`src/rtl/pwrt_pkg.sv`:
```
package pwrt_pkg;
  // Terminal count value of a counter of the given width
  function automatic int unsigned term_of(input int unsigned width);
    return (32'd1 << width) - 32'd1;
  endfunction
endpackage

```
`src/rtl/pwrt_sync.sv`:
```
module pwrt_sync #(
  parameter int unsigned STAGES = 2
) (
  input  logic clk,
  input  logic arst_n,
  input  logic d_i,
  output logic q_o
);
  logic [STAGES-1:0] chain_q;
  logic [STAGES-1:0] chain_d;

  always_comb begin
    chain_d = {chain_q[STAGES-2:0], d_i};
  end

  always_ff @(posedge clk or negedge arst_n) begin
    if (!arst_n) chain_q <= '0;
    else         chain_q <= chain_d;
  end

  assign q_o = chain_q[STAGES-1];
endmodule

```
`src/rtl/pwrt_count.sv`:
```
module pwrt_count
  import pwrt_pkg::*;
#(
  parameter int unsigned CNT_W = 11
) (
  input  logic clk,
  input  logic rst_n,
  output logic done_o
);
  localparam logic [CNT_W-1:0] TERM = CNT_W'(term_of(CNT_W));

  logic [CNT_W-1:0] cnt_q;
  logic [CNT_W-1:0] cnt_d;
  logic             cnt_en;

  assign done_o = (cnt_q == TERM);
  assign cnt_en = ~done_o;

  always_comb begin
    cnt_d = cnt_q;
    if (cnt_en) cnt_d = cnt_q + 1'b1;
  end

  always_ff @(posedge clk or negedge rst_n) begin
    if (!rst_n) cnt_q <= '0;
    else        cnt_q <= cnt_d;
  end

  // the count advances by one on each edge until the terminal value
  p_step_r2: assert property (@(posedge clk) disable iff (!rst_n)
    !done_o |=> (cnt_q == $past(cnt_q) + 1'b1));

  // done holds until the next reset
  p_sticky_r8: assert property (@(posedge clk) disable iff (!rst_n)
    done_o |=> done_o);
endmodule

```
`src/rtl/pwrt_seq.sv`:
```
module pwrt_seq #(
  parameter int unsigned CNT_W       = 11,
  parameter int unsigned SYNC_STAGES = 2
) (
  input  logic rc_clk,
  input  logic por_i,
  input  logic mclr_n_i,
  output logic rst_int_o,
  output logic tmr_done_o
);
  logic por_n_raw;
  logic por_rel_n;
  logic mclr_s;
  logic done_w;

  assign por_n_raw = ~por_i;

  // Power-on release: asynchronous assertion, synchronous release
  pwrt_sync #(.STAGES(SYNC_STAGES)) u_por_sync (
    .clk    (rc_clk),
    .arst_n (por_n_raw),
    .d_i    (1'b1),
    .q_o    (por_rel_n)
  );

  // Master clear into the RC clock domain
  pwrt_sync #(.STAGES(SYNC_STAGES)) u_mclr_sync (
    .clk    (rc_clk),
    .arst_n (por_n_raw),
    .d_i    (mclr_n_i),
    .q_o    (mclr_s)
  );

  pwrt_count #(.CNT_W(CNT_W)) u_count (
    .clk    (rc_clk),
    .rst_n  (por_rel_n),
    .done_o (done_w)
  );

  assign tmr_done_o = done_w;
  assign rst_int_o  = ~por_rel_n | ~done_w | ~mclr_s;

  // reset is held while the timer runs
  p_hold_r3: assert property (@(posedge rc_clk) disable iff (por_i)
    !tmr_done_o |-> rst_int_o);

  // reset is only ever released once the timer is done
  p_release_r4: assert property (@(posedge rc_clk) disable iff (por_i)
    $fell(rst_int_o) |-> tmr_done_o);
endmodule

```
`config.mk`:
```
export PLATFORM = sky130hd
export DESIGN_NAME = pwrt_seq
export DESIGN_NICKNAME = d
export VERILOG_FILES = /design/src/rtl/pwrt_pkg.sv /design/src/rtl/pwrt_sync.sv /design/src/rtl/pwrt_count.sv /design/src/rtl/pwrt_seq.sv
export SDC_FILE = /design/constraint.sdc
export NUM_CORES = 1
export LEC_CHECK = 0
export ABC_CLOCK_PERIOD_IN_PS = 1600
export BUFFER_PORTS_ARGS = -buffer_cell sky130_fd_sc_hd__buf_2
export CAP_MARGIN = 15
export CORE_AREA = 2 2 39 41
export CTS_CLUSTER_DIAMETER = 150
export DETAILED_ROUTE_END_ITERATION = 8
export DIE_AREA = 0 0 41 43
export HOLD_SLACK_MARGIN = 0.12
export PLACE_DENSITY = 0.8
export SYNTH_ARGS = -nofsm -noshare
export SYNTH_HDL_FRONTEND = slang
export SYNTH_HIERARCHICAL = 1
export SYNTH_SLANG_ARGS = --single-unit
export TNS_END_PERCENT = 5
```
`constraint.sdc`:
```
create_clock -name rc_clk -period 1.6 [get_ports rc_clk]
set_clock_uncertainty 0.05 [all_clocks]
set_input_delay 0.08 -clock rc_clk [delete_from_list [all_inputs] [get_ports rc_clk]]
set_output_delay 0.08 -clock rc_clk [all_outputs]
set_load 0.005 [all_outputs]
```
==> flow_summary.toml <==
[floorplanning]
start_util_pct = 47.6
core-area_um2 = 1380
fp.dieH_um = 43
io_pins = 5
die-area_um2 = 1760
rows = 14
dieWidth_um = 41

[worst_setup_path]
end_kind = "primary output"
critPathLaunchType = "flop"
r2r-start = "u_count/cnt_q[0]"
worstPathArrival_ns = 1.59
crit_required_ns = 1.47
r2r_slack_ns = -0.06
timing.rr.end = "u_count/cnt_q[1]"
path_max_fanout = 2
rr_worst_depth = 5
critical_path_class = "reg -> out"

[synth]
synth_edf_count = 0
syn_inst = 59
ys_seq_elements = 15
synth_xor_area_share_pct = 2.66
synth-simple-area-share_pct = 19.4
muxShareOfSynthArea_pct = 3.99
synth_fa_ha_area_share_pct = 1.90
synth_compound_area_share_pct = 10.8
synth_top_family_by_area = "simple AND/OR/NAND/NOR gates"
synthFlopType = "dfrtp_1"
synth-async-reset-ratio_pct = 100
synth.distinct_cells = 28
synth_seq_area_share_pct = 57.0
synth.area.top_cells = "dfrtp_1, a21oi_1, nand3_1"
avgSynthCellArea_um2 = 11.2
yosys_warnings = 6
synthesis.area_um2 = 658
yosysTopAreaCellShare_pct = 57.0
synth_area_leader_cell = "dfrtp_1"
syn_nets = 63

[route]
drt-pass1-iter-count = 4
drc = 0
vias = 579
wl_per_cell_um = 15.6
drtAntennaViolNets = 0
wl_mm = 1.61
drt_iter0_drc = 12
via_per_inst = 5.62

[layout]
nets = 92
n_antenna_cell = 0
stdcell_area_um2 = 920
syn2layout_area_growth_pct = 39.7
finish.utilization_pct = 66.5
final_layout_size_suffix_gt1_share_pct = 44.8

[grt]
grt_max_degree = 12
grt_pass1_wl_mm = 2.51
grt_pass1_vias = 591
antenna_found_initial = 0
grt_overflow_total = 0
track_usage_pct = 22.0

[min_path]
min-delay-path-class = "in -> async"

[clock_network]
htreeDepth = 1
cts_buffer_depth = 2
tritoncts = "done"
cts.sinks = 15
clk_latency_ns = 0.28
cts-root-buf = "clkbuf_4"
cts_inserted_buffers = 3
clk_pin_slew_ns = 0.09

[placed_design]
io_buffers = 4
dp_hpwl_um = 908
place_congestion = 0.890
postPlaceCellArea_um2 = 792

[timing]
whs_ns = 0.159
setup_tns_ns = -0.326
fin_crit_ns = 1.72
rsz0062_at_grt = "yes"
setup_viol = 7
min_period_over_period_pct = 108
setup_ws_ns = -0.122
max_freq_mhz = 581
hold_viol_final = 0
drv_slew = 0

[status]
violations = "setup timing"
status = "finished, violations left"

[power]
power.density_nw_per_um2 = 665
total_power_uw = 611
ir_worst_vdd_v = 0.000617
leakage_uw = 0.000443

[run]
cap_violations = 0
-- worst max path at each step --
stage | slack, ns | depth (start not counted) | endpoint | from
after floorplan | -0.01 | 5 | u_count/cnt_q[1] | u_count/cnt_q[1]
after global placement | 0.03 | 4 | u_count/cnt_q[1] | u_count/cnt_q[1]
after detailed placement | -0.04 | 4 | u_count/cnt_q[1] | u_count/cnt_q[1]
after CTS | -0.13 | 6 | rst_int_o | u_count/cnt_q[0]
after global routing | -0.19 | 6 | rst_int_o | u_count/cnt_q[0]
final | -0.12 | 6 | rst_int_o | u_count/cnt_q[0]
-- report_power, final --
part           internal [uW]  switching (uW)
Clock                   92.7             117
Sequential               384            2.20
Combinational           6.69            8.39
Total                    483             128
-- layout by cell type, fill, tap and decap left out, types with 2 or more instances in the layout --
cell and n:
nand3_1 4, a21oi_1 4, buf_4 20, nand2_1 4, dfrtp_1 15, dlygate4sd3_1 2, clkbuf_4 3, buf_2 3
nand4_1 4
-- registers in the layout, summed over array words and instances, names as in the netlist --
signal,count
u_count/cnt_q,11
u_mclr_sync/chain_q,2
u_por_sync/chain_q,2
-- cell families (layout without fill, tap and decap cells) --
logic type | after synthesis | in the layout
buf+inv | 4 | 32
xor+xnor | 2 | 2
mux | 2 | 2
simple gates | 23 | 23
other cells | 1 | 1
flops | 15 | 15
fa+ha+maj | 1 | 1
compound gates | 11 | 11
-- synth_stat cells, drive strengths merged (2+ instances only) --
master / count
dfrtp: 15
a21oi: 5
nand3: 5
nand2: 4
nand4: 4
and3: 2
inv: 2
mux2: 2
nor2: 2
or3: 2
-- through the flow --
step,setup WS (ns),cells
floorplan,-0.0145,59
global placement,0.0255,90
detailed placement,-0.0358,90
global route,-0.185,103
CTS,-0.128,102
finish,-0.122,103
-- repair_timing --
item,4_1_cts,5_1_grt
resized for setup,6,1
hold endpoints to repair,5,0
hold buffers,2,0
pin swaps,6,1
gates cloned,0,0
endpoints found under the setup margin,4,7
buffers inserted,6,1
-- per-layer routing --
metal / vias up / global-route usage [%] / wire (um)
met2: 8 / 34.4 / 926
met4: 0 / 10.0 / 0
met5: - / 0 / 0
met3: 0 / 4.71 / 29
li1: 271 / - / -
met1: 300 / 27.8 / 654
-- cell type report --
| type | count | area [um2] |
|---|---|---|
| Fill cell | 96 | 464 |
| Clock buffer | 3 | 22.5 |
| Inverter | 2 | 7.51 |
| Clock inverter | 1 | 5.00 |
| Tap cell | 16 | 20.0 |
| Sequential cell | 15 | 375 |
| Timing Repair Buffer | 26 | 196 |
| Multi-Input combinational cell | 40 | 293 |
-- worst max-delay path: stages (launching register included) --
cell	delay, ns
dfrtp_1	0.40
ha_4	0.15
nand4_1	0.09
or3_4	0.39
inv_2	0.07
nand3_2	0.07
buf_6	0.13
Note: power is estimated with default switching activity, not from simulation.
